## config.mk

```make
export PLATFORM = sky130hd
export DESIGN_NAME = ddr2_cmd_legality_mon
export DESIGN_NICKNAME = d
export VERILOG_FILES = /design/src/rtl/ddr2_cmd_legality_mon.sv
export SDC_FILE = /design/constraint.sdc
export NUM_CORES = 1
export LEC_CHECK = 0
export ABC_AREA = 0
export BUFFER_PORTS_ARGS = -buffer_cell sky130_fd_sc_hd__buf_2
export CORE_MARGIN = 4
export CORE_UTILIZATION = 45
export CTS_CLUSTER_SIZE = 12
export DETAILED_ROUTE_END_ITERATION = 8
export PLACE_DENSITY = 0.65
export SLEW_MARGIN = 20
export SYNTH_ARGS = -nofsm -noshare
export SYNTH_HDL_FRONTEND = slang
export SYNTH_SLANG_ARGS = --single-unit
```

## constraint.sdc

```tcl
create_clock -name clk -period 2 [get_ports clk]
set_clock_uncertainty 0.05 [all_clocks]
set_input_delay 0.2 -clock clk [delete_from_list [all_inputs] [get_ports clk]]
set_output_delay 0.2 -clock clk [all_outputs]
set_load 0.005 [all_outputs]
```

## src/rtl/ddr2_cmd_legality_mon.sv

```systemverilog
module ddr2_cmd_legality_mon #(
  parameter int NUM_BANKS = 8,
  parameter int T_RCD     = 3,
  parameter int T_RP      = 3
) (
  input  logic                     clk,
  input  logic                     rst_n,
  input  logic                     cke,
  input  logic                     cs_n,
  input  logic                     ras_n,
  input  logic                     cas_n,
  input  logic                     we_n,
  input  logic [((NUM_BANKS > 1) ? $clog2(NUM_BANKS) : 1)-1:0] ba,
  input  logic [2:0]               addr_lo,
  output logic                     cmd_seen,
  output logic [2:0]               cmd_code,
  output logic [((NUM_BANKS > 1) ? $clog2(NUM_BANKS) : 1)-1:0] cmd_bank,
  output logic                     viol,
  output logic [2:0]               viol_cmd,
  output logic [((NUM_BANKS > 1) ? $clog2(NUM_BANKS) : 1)-1:0] viol_bank
);
  localparam int BA_W    = (NUM_BANKS > 1) ? $clog2(NUM_BANKS) : 1;
  localparam int CNT_MAX = (T_RCD > T_RP) ? ((T_RCD > 4) ? T_RCD : 4) : ((T_RP > 4) ? T_RP : 4);
  localparam int CW      = $clog2(CNT_MAX + 1);

  localparam logic [2:0] C_DESEL = 3'd0, C_NOP = 3'd1, C_ACT = 3'd2, C_RD = 3'd3,
                         C_WR = 3'd4, C_PRE = 3'd5, C_REF = 3'd6, C_LMR = 3'd7;

  localparam logic [CW-1:0] RCD_LD = CW'(T_RCD - 1);
  localparam logic [CW-1:0] RP_LD  = CW'(T_RP - 1);
  localparam logic [CW-1:0] BL4_LD = CW'(1);
  localparam logic [CW-1:0] BL8_LD = CW'(3);

  typedef enum logic [2:0] {S_IDLE, S_ACTV, S_ROW, S_RD, S_WR, S_PREC} bank_st_e;

  logic       cke_q;
  logic       valid;
  logic       issued;
  logic       bl8;
  logic       legal;
  logic [2:0] cmd;
  bank_st_e   cur;
  logic [NUM_BANKS-1:0][2:0] st_v;
  logic [NUM_BANKS-1:0]      bank_idle;

  assign valid  = cke && cke_q;
  assign issued = valid && !cs_n;

  always_comb begin
    if (cs_n) cmd = C_DESEL;
    else begin
      unique case ({ras_n, cas_n, we_n})
        3'b011:  cmd = C_ACT;
        3'b101:  cmd = C_RD;
        3'b100:  cmd = C_WR;
        3'b010:  cmd = C_PRE;
        3'b001:  cmd = C_REF;
        3'b000:  cmd = C_LMR;
        default: cmd = C_NOP;
      endcase
    end
  end

  for (genvar g = 0; g < NUM_BANKS; g++) begin : g_bank
    bank_st_e      st;
    logic [CW-1:0] cnt;
    logic          hit;
    logic          timed;

    assign hit   = issued && (ba == BA_W'(g)) &&
                   (cmd == C_ACT || cmd == C_RD || cmd == C_WR || cmd == C_PRE);
    assign timed = (st == S_ACTV) || (st == S_PREC) || (st == S_RD) || (st == S_WR);

    always_ff @(posedge clk or negedge rst_n) begin
      if (!rst_n) begin
        st  <= S_IDLE;
        cnt <= '0;
      end else if (hit) begin
        unique case (cmd)
          C_ACT: begin
            st  <= (T_RCD > 1) ? S_ACTV : S_ROW;
            cnt <= RCD_LD;
          end
          C_RD: begin
            st  <= S_RD;
            cnt <= bl8 ? BL8_LD : BL4_LD;
          end
          C_WR: begin
            st  <= S_WR;
            cnt <= bl8 ? BL8_LD : BL4_LD;
          end
          default: begin
            st  <= (T_RP > 1) ? S_PREC : S_IDLE;
            cnt <= RP_LD;
          end
        endcase
      end else if (timed) begin
        if (cnt <= CW'(1)) st <= (st == S_PREC) ? S_IDLE : S_ROW;
        if (cnt != '0) cnt <= cnt - CW'(1);
      end
    end

    assign st_v[g]      = st;
    assign bank_idle[g] = (st == S_IDLE);
  end

  assign cur = bank_st_e'(st_v[ba]);

  always_comb begin
    unique case (cmd)
      C_ACT, C_REF, C_LMR: legal = (cur == S_IDLE);
      C_RD, C_WR, C_PRE:   legal = (cur == S_ROW) || (bl8 && (cur == S_RD || cur == S_WR));
      default:             legal = 1'b1;
    endcase
  end

  always_ff @(posedge clk or negedge rst_n) begin
    if (!rst_n) begin
      cke_q     <= 1'b0;
      bl8       <= 1'b0;
      cmd_seen  <= 1'b0;
      cmd_code  <= C_DESEL;
      cmd_bank  <= '0;
      viol      <= 1'b0;
      viol_cmd  <= C_DESEL;
      viol_bank <= '0;
    end else begin
      cke_q    <= cke;
      cmd_seen <= valid;
      cmd_code <= valid ? cmd : C_DESEL;
      cmd_bank <= valid ? ba : '0;
      viol     <= issued && !legal;
      if (issued && !legal) begin
        viol_cmd  <= cmd;
        viol_bank <= ba;
      end
      if (issued && cmd == C_LMR && ba == '0) begin
        if (addr_lo == 3'b011) bl8 <= 1'b1;
        else if (addr_lo == 3'b010) bl8 <= 1'b0;
      end
    end
  end
endmodule

```

## Word level (Yosys, flattened, before mapping)

Index checks and enable logic that the tools add are counted.
W data, S select, Z words.

| operators by class | value |
|---|---|
| add/subtract/negate cells | 8 |
| multipliers | 0 |
| div/mod/pow operators | 0 |
| order comparisons | 9 |
| equal/unequal tests | 55 |
| shifts and indexed selects | 0 |
| muxes and demuxes | 68 |
| bitwise operators | 0 |
| reduce and logical (&&, ||, !) cells | 109 |

Operators by type and width:

| cell | count |
|---|---|
| $mux W3 | 52 |
| $eq A3 B3 Y1 const B | 27 |
| $eq A3 B2 Y1 const B | 18 |
| $reduce_bool A2 Y1 | 25 |
| $reduce_and A2 Y1 | 17 |
| $eq A3 B1 Y1 const B | 10 |
| $logic_or A1 B1 Y1 | 29 |
| $le A3 B1 Y1 const B | 8 |
| $reduce_bool A3 Y1 | 8 |
| $sub A3 B1 Y3 const B | 8 |
| $logic_and A1 B1 Y1 | 22 |
| $mux W2 | 10 |
| $pmux W3 S6 | 1 |
| $bmux W3 S3 | 1 |
| $logic_not A3 Y1 | 3 |
| $pmux W3 S3 | 1 |
| $reduce_or A3 Y1 | 2 |
| $lt A3 B4 Y1 const B | 1 |
| $logic_not A1 Y1 | 2 |
| $mux W1 | 2 |
| $pmux W1 S2 | 1 |
| $reduce_or A2 Y1 | 1 |

| word-level totals | value |
|---|---|
| register bits after elaboration | 64 |
| latch bits | 0 |
| RAM bits | 0 |
| bits in read-only memories | 0 |
| bits of input ports | 13 |
| logic and storage cells | 273 |
| memories | 0 |

## Longest topological paths before layout

Gate-level depths: netlist of run 1.

| logic depth | value |
|---|---|
| word-level depth | 10 |
| depth in mapped cells | 9 |
| depth with buffers taken out | 8 |

## Worst setup path after synthesis of run 1

No wires, ideal clock.

| timing | value |
|---|---|
| kind | input-to-reg |
| start | in ba[0] (netlist bit) |
| end | reg viol_bank[0] (netlist bit) |
| arrival time | 2.050 ns |
| path slack | -0.225 ns |
| stages | 9 |
| buffers on the path | 2 |
| cell sequence | buf_6 -> and2_4 -> buf_6 -> a32o_1 -> a211o_1 -> mux2_4 -> o211ai_4 -> a21oi_4 -> mux2_4 |

| on the way | value |
|---|---|
| longest elaborated chain between the ends | 9 |

RTL lines:

| item | line | source |
|---|---|---|
| start, declared | 13 | `input logic [((NUM_BANKS > 1) ? $clog2(NUM_BANKS) : 1)-1:0] ba,` |
| $bmux W3 S3 | 107 | `assign cur = bank_st_e'(st_v[ba]);` |
| $mux W3 (implied by the code) | 107 |  |
| $eq A3 B2 Y1 / $eq A3 B3 Y1 (equally long branches) | 112 | `C_RD, C_WR, C_PRE: legal = (cur == S_ROW) \|\| (bl8 && (cur == S_RD \|\| cur == S_WR));` |
| $logic_or A1 B1 Y1 | 112 |  |
| $logic_and A1 B1 Y1 | 112 |  |
| $logic_or A1 B1 Y1 | 112 |  |
| $pmux W1 S2 | 110 | `unique case (cmd)` |
| $logic_not A1 Y1 | 133 | `if (issued && !legal) begin` |
| $logic_and A1 B1 Y1 | 133 |  |
| end signal, assigned | 126 | `viol_bank <= '0;` |
| end signal, assigned | 135 | `viol_bank <= ba;` |
| end, declared | 20 | `output logic [((NUM_BANKS > 1) ? $clog2(NUM_BANKS) : 1)-1:0] viol_bank` |

Several ways; a longest one is shown, not always the timed one. The select of a mux whose other input is x is not followed.
A chain may end at the register's enable or synchronous reset.

## Final worst setup path of run 1

| timing | value |
|---|---|
| start | reg g_bank[2].st[2] |
| end | reg viol_bank[0] (netlist bit) |

| on the way | value |
|---|---|
| longest elaborated chain between the ends | 9 |

RTL lines:

| item | line | source |
|---|---|---|
| start, declared | 65 | `bank_st_e st;` |
| start signal, assigned | 81 | `st <= (T_RCD > 1) ? S_ACTV : S_ROW;` |
| start signal, assigned | 93 | `st <= (T_RP > 1) ? S_PREC : S_IDLE;` |
| start signal, assigned | 98 | `if (cnt <= CW'(1)) st <= (st == S_PREC) ? S_IDLE : S_ROW;` |
| $bmux W3 S3 * | 107 |  |
| $mux W3 (implied by the code) * | 107 |  |
| $eq A3 B2 Y1 / $eq A3 B3 Y1 (equally long branches) | 112 |  |
| $logic_or A1 B1 Y1 | 112 |  |
| $logic_and A1 B1 Y1 | 112 |  |
| $logic_or A1 B1 Y1 | 112 |  |
| $pmux W1 S2 * | 110 |  |
| $logic_not A1 Y1 * | 133 |  |
| $logic_and A1 B1 Y1 * | 133 |  |

Every way passes the cells marked *; elsewhere a longest branch is shown, timed or not. The select of a mux whose other input is x is not followed.

==> results of run 1 <==
## routing by layer
metal / vias to the layer above / global-route usage [%]
met1: 1502 / 24.8
met3: 15 / 5.31
li1: 1577 / -
met5: - / 0
met2: 47 / 31.1
met4: 0 / 7.04
## repair_timing
action                                 in CTS  in global routing
hold buffers                                2                  0
setup buffers                               1                  0
resized for setup                           2                  8
endpoints found under the hold margin      65                  0
setup endpoints to repair                   6                 14
pin swaps                                   1                  4
## state kept, by name (all words and copies together) (netlist names)
name and flops:
viol_bank 3, bl8 1, cke_q 1, cmd_code 3, g_bank.st 24, cmd_seen 1
cmd_bank 3, g_bank.cnt 24, viol 1, viol_cmd 3
## cell type report
class	instances	area [sq um]	area share [%]
clock inverter	2	37.5	0.818
clock buffer	13	169	3.68
tap	102	128	2.78
inverter	29	109	2.37
timing repair buffer	81	561	12.2
sequential	64	1600	34.9
multi-input combinational	300	1980	43.2
## worst paths after layout
path,start,endpoint,cells past startpoint
hold reg to reg,viol_bank[2],viol_bank[2],1
setup / recovery,g_bank[2].st[2],viol_bank[0],7
max in group asynchronous,rst_n,g_bank[7].cnt[2],3
hold / removal,addr_lo[0],bl8,2
setup reg to reg,g_bank[2].st[2],viol_bank[0],7
min in group asynchronous,rst_n,g_bank[3].cnt[1],3
## cells by family after synthesis
family                   Yosys count  share of synthesized area, %
AO/OA/AOI/OAI                    123                          20.8
AND/OR/NAND/NOR                  118                          13.9
buffers and inverters             40                          4.60
multiplexers                      19                          5.81
XOR/XNOR                          16                          3.76
flip-flops                        64                          43.0
adder cells (fa/ha/maj)           24                          8.06
## power groups by stage
stage	sequential (W)	combinational [W]	clock [W]
global route	0.00209	0.00239	0.00124
detailed placement	0.00205	0.00205	0
global placement	0.00205	0.00195	0
CTS	0.00203	0.00208	0.00119
floorplan	0.00204	0.00138	0
finish	0.00203	0.00206	0.00117
## stage by stage
step | setup TNS, ps | utilization (%) | hold WS (ps)
detailed placement | -885 | 54.8 | 198
finish | -486 | 58.2 | 34.1
floorplan | -537 | - | -146
global route | -1010 | 58.2 | 39.2
CTS | -317 | 57.9 | 23.1
global placement | -684 | 54.8 | 196
## Yosys cell counts (all sizes together) (2+ instances only)
master	number	share of area, %
ha	24	8.1
a21o	6	1.2
xor2	2	0.47
nor2b	5	0.84
inv	29	2.9
nor3	4	0.54
nand3	14	1.9
o22a	2	0.47
a21oi	26	3.8
mux2	9	3.1
nand2b	4	0.67
nor2	40	4.0
mux2i	10	2.7
or2	2	0.34
nand2	42	4.2
clkbuf	5	0.50
buf	6	1.2
a211o	2	0.47
o21ai	52	7.0
o211ai	12	2.8
dfrtp	64	43
and3	3	0.50
o22ai	3	0.50
a221oi	12	2.8
xnor2	14	3.3
==> metrics.txt, run 1 <==
# TYPE chip_impl_metric gauge
chip_impl_metric{name="synth_enable_flop_cells",unit=""} 0
chip_impl_info{name="critical_path_start_type",value="flip-flop"} 1
chip_impl_metric{name="post-place-ws",unit="ps"} -185
chip_impl_metric{name="gr-usage-all-layers",unit="%"} 19.3
chip_impl_metric{name="switching_power",unit="W"} 0.00189
chip_impl_info{name="crit_path_end_kind",value="flip-flop"} 1
chip_impl_metric{name="max-clock-path-buffers",unit=""} 2
chip_impl_metric{name="detail_route.wl_per_cell",unit="um"} 14.8
chip_impl_metric{name="drt_iter0_markers",unit=""} 154
chip_impl_metric{name="slew_viol_final",unit=""} 0
chip_impl_info{name="critical_path_s_top_delay_family",value="multiplexers"} 1
chip_impl_metric{name="syn_to_final_growth",unit="%"} 23.2
chip_impl_metric{name="detail_route.wirelength.met1",unit="mm"} 3.86
chip_impl_metric{name="layout.cell_area.non_filler",unit="sq um"} 4590
chip_impl_metric{name="pwr-share-seq",unit="%"} 38.6
chip_impl_metric{name="number_of_buffers_inserted_by_port_buffering",unit=""} 26
chip_impl_metric{name="place_congestion",unit=""} 0.813
chip_impl_metric{name="route.final.wire_length",unit="mm"} 8.72
chip_impl_metric{name="num-fill-cells",unit=""} 678
chip_impl_metric{name="clock_power_share",unit="%"} 22.2
chip_impl_info{name="cell_with_the_biggest_individual_delay_on_the_critical_path",value="dfrtp_1"} 1
chip_impl_metric{name="clock_input_transition_at_the_sequential_cells_of_the_worst_setup_and_hold_paths",unit="ps"} 70
chip_impl_metric{name="insertion_delay",unit="ps"} 350
chip_impl_metric{name="detailed_place_hpwl",unit="mm"} 6.39
chip_impl_metric{name="rel_slew_slack",unit="%"} 62.1
chip_impl_metric{name="post-place-cells",unit=""} 573
chip_impl_metric{name="yosysUniqueCellTypes",unit=""} 43
chip_impl_metric{name="data_required_critical_path",unit="ps"} 2180
chip_impl_info{name="timing.setup.critical_path_class",value="flip-flop to flip-flop"} 1
chip_impl_metric{name="post_synth_inst_count",unit=""} 404
chip_impl_metric{name="ir_drop",unit="mV"} 0.730
chip_impl_metric{name="critical_path.max_fanout",unit=""} 6
chip_impl_info{name="top_layer",value="met4"} 1
chip_impl_metric{name="initial_antenna_violation_count",unit=""} 0
chip_impl_info{name="layout_commonest_cell",value="dfrtp_1"} 1
chip_impl_metric{name="setup_slack",unit="ps"} -124
chip_impl_info{name="layout_common_cells",value="dfrtp_1 (64), o21ai_0 (52), buf_4 (52), nor2_1 (40), nand2_1 (36)"} 1
chip_impl_metric{name="timing.critical_path.slowest_cell_delay",unit="ps"} 400
chip_impl_metric{name="dieArea",unit="sq um"} 9790
chip_impl_metric{name="clock_sinks",unit=""} 64
chip_impl_metric{name="drt_pre_antenna_iters",unit=""} 4
chip_impl_metric{name="pin_count_of_the_biggest_net_entering_global_routing",unit=""} 65
chip_impl_metric{name="die_y",unit="um"} 99.0
chip_impl_metric{name="power_report.internal_total",unit="W"} 0.00337
chip_impl_metric{name="syn_avg_cell_area",unit="sq um"} 9.22
chip_impl_metric{name="via_count",unit=""} 3141
chip_impl_metric{name="grt_overflow",unit=""} 0
chip_impl_info{name="critical_path_cell_list",value="mux2_4 > o22ai_2 > a211o_1 > mux2_4 > o211ai_4 > a21oi_4 > mux2_4"} 1
chip_impl_metric{name="layout.cells.non_filler",unit=""} 591
chip_impl_info{name="cpMostUsedCell",value="mux2_4"} 1
chip_impl_info{name="failed_checks",value="setup timing"} 1
chip_impl_metric{name="drc_violation_count_after_routing",unit=""} 0
chip_impl_info{name="holdCritPathClass",value="primary input to flip-flop"} 1
chip_impl_info{name="cts_tree",value="yes"} 1
chip_impl_metric{name="final_nets",unit=""} 522
chip_impl_metric{name="final-setup-viol-count",unit=""} 6
chip_impl_metric{name="routed-wl-met3",unit="um"} 438
chip_impl_metric{name="reg2reg_setup_slack",unit="ps"} -120
chip_impl_metric{name="grt_pass1_vias",unit=""} 3083
chip_impl_info{name="clock-root-buffer",value="clkbuf_8"} 1
chip_impl_metric{name="switching_portion_of_total_power",unit="%"} 35.8
chip_impl_metric{name="p_per_area",unit="nW/um^2"} 1150
chip_impl_metric{name="synth.ff_latch_count",unit=""} 64
chip_impl_metric{name="final_period_minus_worst_setup_slack",unit="ps"} 2120
chip_impl_metric{name="final_hold_vios",unit=""} 0
chip_impl_metric{name="wire_length_of_the_first_global_routing_pass",unit="mm"} 15.0
chip_impl_metric{name="placed_cell_area",unit="sq um"} 4320
chip_impl_info{name="yosys_most_used_dff",value="dfrtp_1"} 1
chip_impl_metric{name="htree_num_levels",unit=""} 3
chip_impl_metric{name="cap_viol_max_count",unit=""} 0
chip_impl_metric{name="leakage",unit="nW"} 2.18
chip_impl_metric{name="power.combinational.fraction",unit="%"} 39.2
chip_impl_metric{name="syn_area",unit="sq um"} 3720
chip_impl_metric{name="async_reset_ff_share",unit="%"} 100
chip_impl_metric{name="boundary_pins",unit=""} 27
chip_impl_metric{name="power",unit="W"} 0.00526
chip_impl_metric{name="die_width",unit="um"} 99.0
chip_impl_metric{name="synth.net_count",unit=""} 441
chip_impl_metric{name="drive_above_1_share",unit="%"} 23.7
chip_impl_metric{name="synth_sequential_area_ratio",unit="%"} 43.0
chip_impl_metric{name="initial_utilization",unit="%"} 47.2
chip_impl_metric{name="worst-slew-pin-transition",unit="ps"} 569
chip_impl_metric{name="coreArea",unit="sq um"} 7890
chip_impl_info{name="grt_setup_unrepaired",value="yes"} 1
chip_impl_metric{name="drt-vias-per-instance",unit=""} 5.31
chip_impl_metric{name="worst_ep_arrival_time",unit="ps"} 2300
chip_impl_metric{name="yosys_warnings",unit=""} 0
chip_impl_metric{name="critical_path_buf_inv_count",unit=""} 0
chip_impl_metric{name="num_antenna_cells",unit=""} 0
chip_impl_metric{name="dr_wl_met2",unit="mm"} 4.26
chip_impl_metric{name="antenna_left",unit=""} 0
chip_impl_metric{name="layout_worst_path_cycle_share",unit="%"} 106
chip_impl_metric{name="cts_inserted_buffers",unit=""} 9
chip_impl_metric{name="clock.fmax",unit="MHz"} 471
chip_impl_info{name="run_status",value="finished with violations"} 1
chip_impl_metric{name="fp-row-count",unit=""} 32
Note: power is estimated with default switching activity, not from simulation.
==> inputs of run 2 (changes only) <==
Settings changed: REMOVE_ABC_BUFFERS set to 1.
==> run 2 against run 1 <==
  * The run still ends with setup timing left
  * Highest routed layer unchanged
  * Cell count grew 0.68%
  * Die area is the same
  * Fmax grew 1.9%
  * Sequential cell count is the same
==> metrics.txt, run 2 (synthesis gave the netlist of run 1 again) <==
# TYPE chip_impl_metric gauge
chip_impl_metric{name="power.combinational.fraction",unit="%"} 39.0
chip_impl_metric{name="clock.fmax",unit="MHz"} 480
chip_impl_metric{name="leakage",unit="nW"} 2.20
chip_impl_metric{name="drive_above_1_share",unit="%"} 23.3
chip_impl_metric{name="number_of_stages_on_the_worst_hold_path",unit=""} 2
chip_impl_metric{name="r2r_cells",unit=""} 7
chip_impl_metric{name="critical_path.max_fanout",unit=""} 6
chip_impl_metric{name="initial_antenna_violation_count",unit=""} 0
chip_impl_metric{name="via_count",unit=""} 3170
chip_impl_metric{name="worst_hold_slack",unit="ps"} 42.1
chip_impl_metric{name="clock_power_share",unit="%"} 22.2
chip_impl_metric{name="data_required_critical_path",unit="ps"} 2180
chip_impl_metric{name="reg2reg_setup_slack",unit="ps"} -90
chip_impl_metric{name="insertion_delay",unit="ps"} 350
chip_impl_metric{name="detail_route.wl_per_cell",unit="um"} 14.6
chip_impl_metric{name="gr-usage-all-layers",unit="%"} 18.7
chip_impl_metric{name="layout.cells.non_filler",unit=""} 595
chip_impl_info{name="grt_setup_unrepaired",value="yes"} 1
chip_impl_info{name="layout_commonest_cell",value="dfrtp_1"} 1
chip_impl_metric{name="drt_pre_antenna_iters",unit=""} 4
chip_impl_metric{name="drt_iter0_markers",unit=""} 102
chip_impl_info{name="crit-reg2reg-launch",value="g_bank[2].st[2]"} 1
chip_impl_metric{name="switching_power",unit="W"} 0.00187
chip_impl_info{name="clock-root-buffer",value="clkbuf_8"} 1
chip_impl_metric{name="number_of_buffers_inserted_by_port_buffering",unit=""} 26
chip_impl_metric{name="layout_worst_path_cycle_share",unit="%"} 104
chip_impl_metric{name="setup_slack",unit="ps"} -85.3
chip_impl_metric{name="fp-row-count",unit=""} 32
chip_impl_metric{name="dr_wl_met2",unit="mm"} 4.02
chip_impl_metric{name="clock_sinks",unit=""} 64
chip_impl_metric{name="final_core_utilization",unit="%"} 58.4
chip_impl_metric{name="max-clock-path-buffers",unit=""} 2
chip_impl_info{name="cts_tree",value="yes"} 1
chip_impl_info{name="layout_common_cells",value="dfrtp_1 (64), buf_4 (56), o21ai_0 (52), nand2_1 (41), nor2_1 (40)"} 1
chip_impl_metric{name="place_congestion",unit=""} 0.854
chip_impl_metric{name="switching_portion_of_total_power",unit="%"} 35.6
chip_impl_metric{name="worst_ep_arrival_time",unit="ps"} 2260
chip_impl_metric{name="grt_pass1_vias",unit=""} 3006
chip_impl_metric{name="syn_to_final_growth",unit="%"} 23.7
chip_impl_metric{name="final-setup-viol-count",unit=""} 5
chip_impl_info{name="timing.setup.critical_path_class",value="flip-flop to flip-flop"} 1
chip_impl_metric{name="dieArea",unit="sq um"} 9790
chip_impl_info{name="critical_path_start_type",value="flip-flop"} 1
chip_impl_metric{name="cts_inserted_buffers",unit=""} 9
chip_impl_metric{name="htree_num_levels",unit=""} 3
chip_impl_info{name="run_status",value="finished with violations"} 1
chip_impl_metric{name="rel_slew_slack",unit="%"} 60.1
chip_impl_info{name="failed_checks",value="setup timing"} 1
chip_impl_metric{name="p_per_area",unit="nW/um^2"} 1140
chip_impl_metric{name="pin_count_of_the_biggest_net_entering_global_routing",unit=""} 65
chip_impl_metric{name="antenna_left",unit=""} 0
chip_impl_metric{name="detail_route.wirelength.met1",unit="mm"} 4.14
chip_impl_metric{name="final_period_minus_worst_setup_slack",unit="ps"} 2090
chip_impl_metric{name="pwr-share-seq",unit="%"} 38.7
chip_impl_metric{name="grt_overflow",unit=""} 0
chip_impl_info{name="holdCritPathClass",value="primary input to flip-flop"} 1
chip_impl_metric{name="wire_length_of_the_first_global_routing_pass",unit="mm"} 14.7
chip_impl_metric{name="worst-slew-pin-transition",unit="ps"} 599
chip_impl_info{name="reg2reg_to",value="viol_bank[0]"} 1
chip_impl_metric{name="power_report.internal_total",unit="W"} 0.00339
chip_impl_metric{name="routed-wl-met3",unit="um"} 386
chip_impl_info{name="crit_path_end_kind",value="flip-flop"} 1
chip_impl_metric{name="clock_input_transition_at_the_sequential_cells_of_the_worst_setup_and_hold_paths",unit="ps"} 60
chip_impl_metric{name="num_antenna_cells",unit=""} 0
chip_impl_metric{name="post-place-cells",unit=""} 574
chip_impl_metric{name="cap_viol_max_count",unit=""} 0
chip_impl_info{name="biggestRegsByFlops",value="g_bank.cnt (24), g_bank.st (24)"} 1
chip_impl_metric{name="initial_utilization",unit="%"} 47.2
chip_impl_metric{name="route.final.wire_length",unit="mm"} 8.68
chip_impl_info{name="timing.hold.worst.start",value="addr_lo[0]"} 1
chip_impl_metric{name="detailed_place_hpwl",unit="mm"} 6.38
chip_impl_info{name="top_layer",value="met4"} 1
chip_impl_metric{name="slew_viol_final",unit=""} 0
chip_impl_metric{name="die_width",unit="um"} 99.0
chip_impl_metric{name="final_nets",unit=""} 526
chip_impl_info{name="hold_crit_endpoint",value="bl8"} 1
chip_impl_metric{name="power",unit="W"} 0.00525
chip_impl_metric{name="final_hold_vios",unit=""} 0
chip_impl_metric{name="drt-vias-per-instance",unit=""} 5.33
chip_impl_metric{name="drc_violation_count_after_routing",unit=""} 0
chip_impl_metric{name="coreArea",unit="sq um"} 7890
chip_impl_metric{name="die_y",unit="um"} 99.0
chip_impl_metric{name="boundary_pins",unit=""} 27
chip_impl_metric{name="ir_drop",unit="mV"} 0.509
run 2: cell count changes in the layout (fill, tap and decap cells not counted), sizes merged:
cell,previous run,this run
buf,79,83
clkbuf,13,11
clkinv,0,2
bufinv,1,2
clkinvlp,1,0
run 2: critical path, stage by stage, from the launching register on:
cell and delay, ps:
dfrtp_1 380, mux2_4 280, o22ai_2 140, a211o_1 190
mux2_4 320, o211ai_4 210, a21oi_4 90, mux2_4 310
run 2: timing repair:
action	CTS	global route
gates cloned	0	0
gates resized for setup	3	3
endpoints found under the setup margin	6	8
setup buffers	3	1
hold endpoints to repair	65	0
hold buffers	2	0
pin swaps	2	2
run 2: final cells by class:
cell class                 instances  area (sq um)
clock buffer                      11           131
clock inverter                     4          70.1
fill                             691          3280
inverter                          29           109
multi-input combinational        300          1980
sequential                        64          1600
tap                              102           128
timing repair buffer              85           591
run 2: how the worst max path moves through the flow:
stage / startpoint / end / slack [ps] / cells past startpoint
4_1_cts: g_bank[2].st[2] / viol_bank[0] / -60 / 7
3_5_place_dp: ba[0] / viol_bank[0] / -260 / 8
3_3_place_gp: ba[0] / viol_bank[0] / -210 / 8
5_1_grt: g_bank[2].st[2] / viol_bank[0] / -140 / 7
6_report: g_bank[2].st[2] / viol_bank[0] / -90 / 7
2_1_floorplan: g_bank[3].st[2] / viol_bank[0] / -80 / 7
run 2: per-stage QoR:
stage	cell area (sq um)	setup TNS [ps]	setup slack [ps]
3_3_place_gp	4330	-1000	-209
3_5_place_dp	4330	-1280	-257
6_report	4610	-264	-85.3
2_1_floorplan	3660	-295	-84.0
4_1_cts	4580	-166	-62.1
5_1_grt	4610	-678	-138
run 2: power groups by stage:
| stage | clock network (W) | logic [W] | registers (W) |
|---|---|---|---|
| 2_1_floorplan | 0 | 0.00135 | 0.00204 |
| 3_3_place_gp | 0 | 0.00192 | 0.00206 |
| 3_5_place_dp | 0 | 0.00202 | 0.00205 |
| 4_1_cts | 0.00120 | 0.00205 | 0.00203 |
| 5_1_grt | 0.00124 | 0.00236 | 0.00210 |
| 6_report | 0.00117 | 0.00205 | 0.00204 |
run 2: metal layers:
metal  track usage [%]  vias up
met1              25.7     1520
met4              5.88        0
met2              28.9       50
met3              5.02       12
met5                 0        -
li1                  -     1588
